<file path="src/rtl/dacbuf_pkg.sv">
package dacbuf_pkg;

   // register byte offsets; channel n code register at DATA0 + 2n
   localparam int unsigned OFS_CTRL  = 'h02;
   localparam int unsigned OFS_RANGE = 'h12;
   localparam int unsigned OFS_DATA0 = 'h14;
   localparam int unsigned DATA_STEP = 2;

   // control register fields
   localparam int unsigned BIT_BUFFERED = 0;
   localparam int unsigned BIT_ENABLE   = 1;

   // range register layout: highest bit belongs to channel 0
   localparam int unsigned BIP_TOP  = 7;
   localparam int unsigned GAIN_TOP = 11;
   localparam int unsigned MAX_CH   = 4;

   typedef struct packed {
      logic wr_ctrl;
      logic rd_ctrl;
      logic wr_range;
      logic rd_range;
   } strobe_t;

endpackage

</file>
<file path="src/rtl/dacbuf_decode.sv">
module dacbuf_decode
   import dacbuf_pkg::*;
#(
   parameter int unsigned ADDR_W = 8,
   parameter int unsigned NUM_CH = 4
) (
   input  logic              host_wr,
   input  logic              host_rd,
   input  logic [ADDR_W-1:0] host_addr,
   output strobe_t           strb_o,
   output logic [NUM_CH-1:0] data_wr_o
);

   localparam logic [ADDR_W-1:0] A_CTRL  = ADDR_W'(OFS_CTRL);
   localparam logic [ADDR_W-1:0] A_RANGE = ADDR_W'(OFS_RANGE);

   if (ADDR_W < 5) begin : g_bad_addr
      $error("dacbuf_decode: ADDR_W too small for the register map");
   end

   always_comb begin
      strb_o.wr_ctrl  = host_wr && (host_addr == A_CTRL);
      strb_o.rd_ctrl  = host_rd && (host_addr == A_CTRL);
      strb_o.wr_range = host_wr && (host_addr == A_RANGE);
      strb_o.rd_range = host_rd && (host_addr == A_RANGE);
   end

   for (genvar i = 0; i < NUM_CH; i++) begin : g_data_dec
      localparam logic [ADDR_W-1:0] A_DATA = ADDR_W'(OFS_DATA0 + DATA_STEP * i);
      assign data_wr_o[i] = host_wr && (host_addr == A_DATA);
   end

endmodule

</file>
<file path="src/rtl/dacbuf_channel.sv">
module dacbuf_channel #(
   parameter int unsigned CODE_W = 12
) (
   input  logic              clk,
   input  logic              rst_n,
   input  logic              wr_i,
   input  logic              buffered_i,
   input  logic              commit_i,
   input  logic [CODE_W-1:0] wdata_i,
   output logic [CODE_W-1:0] live_o
);

   logic [CODE_W-1:0] staged_q;
   logic [CODE_W-1:0] live_q;
   logic              load_now;

   assign load_now = wr_i && !buffered_i;

   always_ff @(posedge clk or negedge rst_n) begin
      if (!rst_n) begin
         staged_q <= '0;
         live_q   <= '0;
      end else begin
         if (wr_i) begin
            staged_q <= wdata_i;
         end
         if (load_now) begin
            live_q <= wdata_i;
         end else if (commit_i) begin
            live_q <= staged_q;
         end
      end
   end

   assign live_o = live_q;

   AST_DIRECT_LOAD: assert property (@(posedge clk) disable iff (!rst_n)
      load_now |=> (live_o == $past(wdata_i)));

   AST_BUFFERED_HOLD: assert property (@(posedge clk) disable iff (!rst_n)
      (buffered_i && !commit_i) |=> $stable(live_o));

   AST_COMMIT_COPY: assert property (@(posedge clk) disable iff (!rst_n)
      (commit_i && !load_now) |=> (live_o == $past(staged_q)));

endmodule

</file>
<file path="src/rtl/dacbuf_range.sv">
module dacbuf_range
   import dacbuf_pkg::*;
#(
   parameter int unsigned NUM_CH = 4,
   parameter int unsigned DATA_W = 16
) (
   input  logic              clk,
   input  logic              rst_n,
   input  logic              wr_i,
   input  logic              apply_i,
   input  logic [DATA_W-1:0] wdata_i,
   output logic [NUM_CH-1:0] bip_o,
   output logic [NUM_CH-1:0] gain_o
);

   if (NUM_CH > MAX_CH || NUM_CH == 0) begin : g_bad_ch
      $error("dacbuf_range: NUM_CH must be 1 to 4");
   end
   if (DATA_W <= GAIN_TOP) begin : g_bad_dw
      $error("dacbuf_range: DATA_W too narrow for the range register");
   end

   logic [NUM_CH-1:0] bip_stg_q, gain_stg_q;
   logic [NUM_CH-1:0] bip_q, gain_q;
   logic [NUM_CH-1:0] bip_field, gain_field;

   // channel order runs downward from the top bit of each field
   for (genvar i = 0; i < NUM_CH; i++) begin : g_unpack
      assign bip_field[i]  = wdata_i[BIP_TOP - i];
      assign gain_field[i] = wdata_i[GAIN_TOP - i];
   end

   always_ff @(posedge clk or negedge rst_n) begin
      if (!rst_n) begin
         bip_stg_q  <= '0;
         gain_stg_q <= '0;
         bip_q      <= '0;
         gain_q     <= '0;
      end else begin
         if (wr_i) begin
            bip_stg_q  <= bip_field;
            gain_stg_q <= gain_field;
         end
         if (apply_i) begin
            bip_q  <= bip_stg_q;
            gain_q <= gain_stg_q;
         end
      end
   end

   assign bip_o  = bip_q;
   assign gain_o = gain_q;

   AST_RANGE_STAGED_ONLY: assert property (@(posedge clk) disable iff (!rst_n)
      !apply_i |=> ($stable(bip_o) && $stable(gain_o)));

   AST_RANGE_APPLY: assert property (@(posedge clk) disable iff (!rst_n)
      apply_i |=> ((bip_o == $past(bip_stg_q)) && (gain_o == $past(gain_stg_q))));

endmodule

</file>
<file path="src/rtl/dacbuf_quad.sv">
module dacbuf_quad
   import dacbuf_pkg::*;
#(
   parameter int unsigned NUM_CH        = 4,
   parameter int unsigned CODE_W        = 12,
   parameter int unsigned DATA_W        = 16,
   parameter int unsigned ADDR_W        = 8,
   parameter bit          IDLE_MIDSCALE = 1'b1
) (
   input  logic                     clk,
   input  logic                     rst_n,
   input  logic                     host_wr,
   input  logic                     host_rd,
   input  logic [ADDR_W-1:0]        host_addr,
   input  logic [DATA_W-1:0]        host_wdata,
   output logic [NUM_CH*CODE_W-1:0] dac_code_o,
   output logic [NUM_CH-1:0]        dac_bip_o,
   output logic [NUM_CH-1:0]        dac_gain_o
);

   if (CODE_W > DATA_W || CODE_W < 2) begin : g_bad_code
      $error("dacbuf_quad: CODE_W must be 2 to DATA_W");
   end

   localparam logic [CODE_W-1:0] MID_CODE  = CODE_W'(1) << (CODE_W - 1);
   localparam logic [CODE_W-1:0] IDLE_CODE = IDLE_MIDSCALE ? MID_CODE : '0;

   strobe_t           strb;
   logic [NUM_CH-1:0] data_wr;
   logic              enable_q, buffered_q;

   dacbuf_decode #(.ADDR_W(ADDR_W), .NUM_CH(NUM_CH)) u_decode (
      .host_wr   (host_wr),
      .host_rd   (host_rd),
      .host_addr (host_addr),
      .strb_o    (strb),
      .data_wr_o (data_wr)
   );

   always_ff @(posedge clk or negedge rst_n) begin
      if (!rst_n) begin
         enable_q   <= 1'b0;
         buffered_q <= 1'b0;
      end else if (strb.wr_ctrl) begin
         enable_q   <= host_wdata[BIT_ENABLE];
         buffered_q <= host_wdata[BIT_BUFFERED];
      end
   end

   for (genvar i = 0; i < NUM_CH; i++) begin : g_ch
      logic [CODE_W-1:0] live;

      dacbuf_channel #(.CODE_W(CODE_W)) u_chan (
         .clk        (clk),
         .rst_n      (rst_n),
         .wr_i       (data_wr[i]),
         .buffered_i (buffered_q),
         .commit_i   (strb.rd_ctrl),
         .wdata_i    (host_wdata[CODE_W-1:0]),
         .live_o     (live)
      );

      assign dac_code_o[i*CODE_W +: CODE_W] = enable_q ? live : IDLE_CODE;
   end

   dacbuf_range #(.NUM_CH(NUM_CH), .DATA_W(DATA_W)) u_range (
      .clk     (clk),
      .rst_n   (rst_n),
      .wr_i    (strb.wr_range),
      .apply_i (strb.rd_range),
      .wdata_i (host_wdata),
      .bip_o   (dac_bip_o),
      .gain_o  (dac_gain_o)
   );

   AST_DISABLED_IDLE: assert property (@(posedge clk) disable iff (!rst_n)
      (strb.wr_ctrl && !host_wdata[BIT_ENABLE]) |=> (dac_code_o == {NUM_CH{IDLE_CODE}}));

   AST_ONE_ACCESS: assert property (@(posedge clk) disable iff (!rst_n)
      $countones(data_wr) <= 1);

endmodule

</file>
<file path="config.mk">
export PLATFORM = sky130hd
export DESIGN_NAME = dacbuf_quad
export DESIGN_NICKNAME = d
export VERILOG_FILES = /design/src/rtl/dacbuf_pkg.sv /design/src/rtl/dacbuf_decode.sv /design/src/rtl/dacbuf_channel.sv /design/src/rtl/dacbuf_range.sv /design/src/rtl/dacbuf_quad.sv
export SDC_FILE = /design/constraint.sdc
export NUM_CORES = 1
export LEC_CHECK = 0
export CAP_MARGIN = 25
export CELL_PAD_IN_SITES_DETAIL_PLACEMENT = 0
export CELL_PAD_IN_SITES_GLOBAL_PLACEMENT = 1
export CORE_ASPECT_RATIO = 0.7
export CORE_MARGIN = 4
export CORE_UTILIZATION = 25
export CTS_CLUSTER_SIZE = 28
export DETAILED_ROUTE_END_ITERATION = 6
export DONT_BUFFER_PORTS = 1
export PLACE_DENSITY_LB_ADDON = 0.1
export SLEW_MARGIN = 30
export SYNTH_ARGS = -nofsm -noshare
export SYNTH_HDL_FRONTEND = slang
export SYNTH_SLANG_ARGS = --single-unit
</file>
<file path="constraint.sdc">
create_clock -name clk -period 1.8 [get_ports clk]
set_input_delay 0 -clock clk [delete_from_list [all_inputs] [get_ports clk]]
set_output_delay 0 -clock clk [all_outputs]
set_load 0.02 [all_outputs]
</file>
**Word level (Yosys, flattened, before mapping)**

Index checks and enable logic that the tools add are counted.
Widths: inputs -> output; s select.

- Flip-flop bits (word level): 114
- Bits of input ports: 28
- Output and inout port bits: 56
- Word-level logic and storage cells: 49

- Equality and inequality tests: 6
- Mux-type cells: 12
- Reduce and logical (&&, ||, !) cells: 17

Operators by type and width:

| kind | number |
|---|---|
| $mux 12 | 12 |
| $eq 8x5->1 const B | 5 |
| $logic_and 1x1->1 | 12 |
| $eq 8x2->1 const B | 1 |
| $reduce_bool 2->1 | 4 |
| $logic_not 1->1 | 1 |

**Logic depth before layout (Yosys ltp)**

- Depth after elaboration: 4
- Mapped depth: 6
- Mapped depth without buffers: 3

**By module**

From an unflattened synthesis, not the netlist that was laid out.

- Cell total of the unflattened synthesis: 364
- Area, all modules: 5,660.4 sq um

Modules (own cells, without submodules):

| module | times used | cells each | area an instance (sq um) | seq. area each (sq um) |
|---|---|---|---|---|
| dacbuf_channel | 4 | 64 | 1,111.1 | 600.6 |
| dacbuf_range | 1 | 34 | 663.1 | 400.4 |
| dacbuf_quad | 1 | 57 | 406.6 | 50.0 |
| dacbuf_decode | 1 | 17 | 146.4 | 0.0 |

**Worst setup path before layout**

OpenSTA, ideal clock, no wires.

- Path kind: reg-to-reg
- Start: register buffered_q
- End: register g_ch[1].u_chan.live_q[7]
- Library setup time: 134 ps
- Data arrival time: 1,286 ps
- Data required time: 1,666 ps
- Setup slack: 380 ps
- Cell stages (with the launch flop): 6
- Path buffers: 2
- Period minus slack after synthesis: 1,420 ps
- Cells stage by stage: dfrtp_1 > and4bb_1 > buf_2 > and3_1 > clkbuf_1 > o311ai_1

- Word-level cells in the longest chain between the ends: 3
- Elaborated cells on any way between the ends: 4
- Classes of those cells: 1 x mux; 3 x reduce/logical

Ends and longest elaborated chain:

| what | line | RTL |
|---|---|---|
| start: declaration | dacbuf_quad.sv:30 | `logic enable_q, buffered_q;` |
| start signal: assignment | dacbuf_quad.sv:46 | `buffered_q <= host_wdata[BIT_BUFFERED];` |
| $logic_not 1->1 * | dacbuf_channel.sv:17 | `assign load_now = wr_i && !buffered_i;` |
| $logic_and 1x1->1 * | dacbuf_channel.sv:17 |  |
| $mux 12 or $reduce_bool 2->1 (tied branches) | n/a |  |
| end signal: assignment | dacbuf_channel.sv:28 | `live_q <= wdata_i;` |
| end signal: assignment | dacbuf_channel.sv:30 | `live_q <= staged_q;` |
| end: declaration | dacbuf_channel.sv:14 | `logic [CODE_W-1:0] live_q;` |

Every way passes the cells marked *; elsewhere a longest branch is shown, timed or not.
A chain may end at the register's enable or synchronous reset.

**Worst setup path in the final report**

- Start: input host_addr[0]
- End: register g_ch[0].u_chan.live_q[10]

- Word-level cells in the longest chain between the ends: 4
- Elaborated cells on any way between the ends: 7
- Classes of those cells: 2 x eq/ne; 1 x mux; 4 x reduce/logical

Ends and longest elaborated chain:

| what | line | RTL |
|---|---|---|
| start: declaration | dacbuf_quad.sv:14 | `input logic [ADDR_W-1:0] host_addr,` |
| $eq 8x5->1 | dacbuf_decode.sv:30 | `assign data_wr_o[i] = host_wr && (host_addr == A_DATA);` |
| $logic_and 1x1->1 | dacbuf_decode.sv:30 |  |
| $logic_and 1x1->1 | dacbuf_channel.sv:17 |  |
| $mux 12 or $reduce_bool 2->1 (tied branches) | n/a |  |
| end signal: assignment | dacbuf_channel.sv:28 |  |
| end signal: assignment | dacbuf_channel.sv:30 |  |
| end: declaration | dacbuf_channel.sv:14 |  |

Parallel ways exist; a longest one is shown, timed or not.

==> impl_results.md <==
- Adder-Cell Fraction of Synth Area: 0%
- Area growth from synthesis to layout: 21.0%
- Drt via density: 5.07
- RR Startpoint: buffered_q$_DFFE_PN0P_
- Synthesized net count: 530
- Crit. End Element: flop
- CTS H-tree depth: 4
- DRC marker count from the first detailed-route iteration: 272
- GPL Wtd Cong: 0.677
- Ys Warns: 0
- Min Hold Slack: -0.722 ns
- Total CTS buffers: 17
- Vias in the first global route: 4,516
- Placed cell areas: 0.00615 sq mm
- Endpoints failing setup: 0
- Power per cell area: 1020 mW/mm^2
- CP Class: primary input to flop
- Initial antenna violation count: 1
- IO Pins: 84
- Synth cell count leaders: dfrtp_1, nand4_1, inv_1
- Crit Reg-Reg Endpoint: g_ch[1].u_chan.live_o[3]$_DFFE_PN0P_
- Max Buffers Root-to-Sink: 2
- Top cell by count, worst path: dlygate4sd3_1
- Aggregate routed wire length: 18,900 um
- Max incr delay on CP: between 0.6 and 0.7 ns
- CTS root buffer: clkbuf_16
- Ordered list of cells on the worst path: dlygate4sd3_1 -> nor2_2 -> dlygate4sd3_1 -> nand4_1 -> o311ai_1
- Area share of the largest cell type after synthesis: 49.1%
- LEAKAGE: 3.19 nW
- Mean area per synthesized cell: 11.6 sq um
- Synth Area in Compound Gates: 7.23%
- Hold-fix buffers at CTS: 23
- Starting Density: about 26%
- Num Clock Sinks: between 100 and 150
- Clock slew at reported path FFs: 0.06 ns
- Post-route ant nets: 0
- Hold Vio Cnt, Final: 114
- Outcome: finished, violations left
- Core Area: about 0.023 sq mm
- Post-Syn Instances: 502
- Post-synth top area cell: dfrtp_1
- Most frequent cell after synthesis: dfrtp_1
- Detailed placement HPWL: 11,100 um
- Overflow after GRT: 0
- Crit path from: host_addr[0]
- Global-route wire length before repair: 28,600 um
- Post-route cell area: 0.00704 sq mm
- Top post-synthesis cells by area: dfrtp_1, mux2_4, nand4_1
- Clock Skew: 0.00516 ns
- DRC: 0
- Post-synthesis mux area share: 15.4%
- Synth cell types: 27
- Cell area after synthesis: about 0.0058 sq mm
- Die area: 0.0258 sq mm
- Post-Synth XOR/XNOR Area: 0%
- Worst Hold Class: primary input to asynchronous set/reset pin
- Main synth FF type: dfrtp_1
- Fmax: 647 MHz
- FF-to-FF path depth: 4
- EDFF count, synth: 0
- Post-route setup slack: 0.254 ns
- Failing checks: hold timing
- TritonCTS clock tree: built
- Fraction of layout cells with a size suffix above 1: 25.8%
- Slew Limit Headroom: approximately 51%
- Synth Area in Simple Gates: 20.0%
- Sequential area share after synthesis: a little under 50%
- Worst R2R Setup Slack: 0.29 ns
- Postcts setup bufs: 0
- CP max FO: 7
- Port bufs: 0
- Max-cap violation count: 0
- Ys async rst share: between 90% and 100%
- Critical path launch point type: primary input
- Via count: around 4,200
- N_diodes: 0
- Worst vdd ir: 602 uV
- Total iterations of the first detailed-routing run: 5
- Yosys reg bits: roughly 110
- Final period utilization: 85.9%
- Gr usage total: 14.7%
- Critical path destination: g_ch[0].u_chan.live_o[10]$_DFFE_PN0P_
- Skew-Pair Late Insertion Delay: around 0.4 ns
- Post-Place Setup Slack: 0.296 ns
- CP Data Arrival Time: approximately 1.9 ns
- RSZ-0062 raised after global routing: no
- # nets final: 535
- Setup TNS: 0 ns
- Slew @ Worst Pin: approximately 0.74 ns
- Die X: 190 um
- # resized after CTS: 0
- # rows: 46
- Pin count of the biggest net entering global routing: 115
- Die height: between 100 and 150 um
- Crit path time final: 1.55 ns
- Wire per inst: 22.7 um
- Crit-path slowest cell: dlygate4sd3_1
- Count of final max-slew check failures: 0
- Req. time, crit path: 2.11 ns
- Largest family of logic cells by synthesized area: simple AND/OR/NAND/NOR gates
sequential cells by signal, summed over array words and instances (netlist names):
register              flops
u_range.bip_o             4
enable_q                  1
u_range.bip_stg_q         4
buffered_q                1
u_range.gain_stg_q        4
g_ch.u_chan.live_o       48
g_ch.u_chan.staged_q     48
u_range.gain_o            4
cell usage in the layout (no fill, tap or decap):
| cell | count |
|---|---|
| inv_1 | 48 |
| mux2_2 | 26 |
| and3_1 | 5 |
| buf_4 | 18 |
| nand3_1 | 1 |
| mux2_4 | 40 |
| clkinv_2 | 3 |
| nor4b_4 | 2 |
| nor2_2 | 1 |
| o311ai_0 | 22 |
| nor4bb_4 | 1 |
| nand2_1 | 4 |
| dlygate4sd3_1 | 22 |
| clkbuf_8 | 2 |
| buf_12 | 5 |
| nand4_1 | 96 |
| clkinv_4 | 3 |
| o311ai_1 | 26 |
| nor2_1 | 1 |
| clkbuf_16 | 17 |
| buf_16 | 1 |
| clkinvlp_4 | 3 |
| and4bb_1 | 1 |
| nor4_4 | 1 |
| and3b_1 | 2 |
| nand3_4 | 4 |
| nor2b_2 | 1 |
| dfrtp_1 | 114 |
| nand4_4 | 2 |
| and2_1 | 44 |
| bufinv_16 | 4 |
cell families (layout without fill, tap and decap cells):
kind of cell	count (synthesis)	in the layout
muxes	66	66
buffers and inverters	108	126
AOI/OAI and AO/OA	48	48
DFF	114	114
and+or+nand+nor	166	166
per-layer routing:
metal	vias to the layer above	GRT usage [%]	share of wire, %
met5	-	0	0.090
met4	2	5.34	2.1
met3	31	4.07	5.7
met2	133	22.6	46
met1	2184	20.0	46
li1	1871	-	-
power by group:
group	total [mW]	internal [mW]	switching (mW)
combinational	0.660	0.277	0.383
sequential	2.91	2.79	0.122
clock	3.63	2.39	1.25
stage by stage:
step                cells  util (%)  total power [mW]
floorplan             502         -              3.37
global placement      777      27.1              3.48
detailed placement    777      27.1              3.49
CTS                   832      31.0              7.31
global route          832      31.0              7.49
finish                832      31.0              7.20
worst max-delay path: cells and delay by family:
kind / cells / cell delay, ns
buffers and inverters: 2 / 1.24
and+or+nand+nor: 2 / 0.48
AOI/OAI and AO/OA: 1 / 0.13
how the worst min path moves through the flow:
stage          start                              endpoint  slack, ns  cells past startpoint
6_report       rst_n  g_ch[0].u_chan.live_o[6]$_DFFE_PN0P_      -0.72                      0
5_1_grt        rst_n  g_ch[0].u_chan.live_o[6]$_DFFE_PN0P_      -0.75                      0
4_1_cts        rst_n  g_ch[0].u_chan.live_o[6]$_DFFE_PN0P_      -0.74                      0
3_5_place_dp   rst_n  g_ch[0].u_chan.live_o[6]$_DFFE_PN0P_      -0.29                      0
3_3_place_gp   rst_n  g_ch[0].u_chan.live_o[6]$_DFFE_PN0P_      -0.29                      0
2_1_floorplan  rst_n                buffered_q$_DFFE_PN0P_      -0.30                      0
layout make-up:
class                      count  area, sq um
clock buffer                  19          453
clock inverter                13          184
fill                        2318        15700
inverter                      48          180
multi-input combinational    280         2500
sequential                   114         2850
tap                          312          390
timing repair buffer          46          483
No activity file was read; power rests on OpenSTA's default activity.
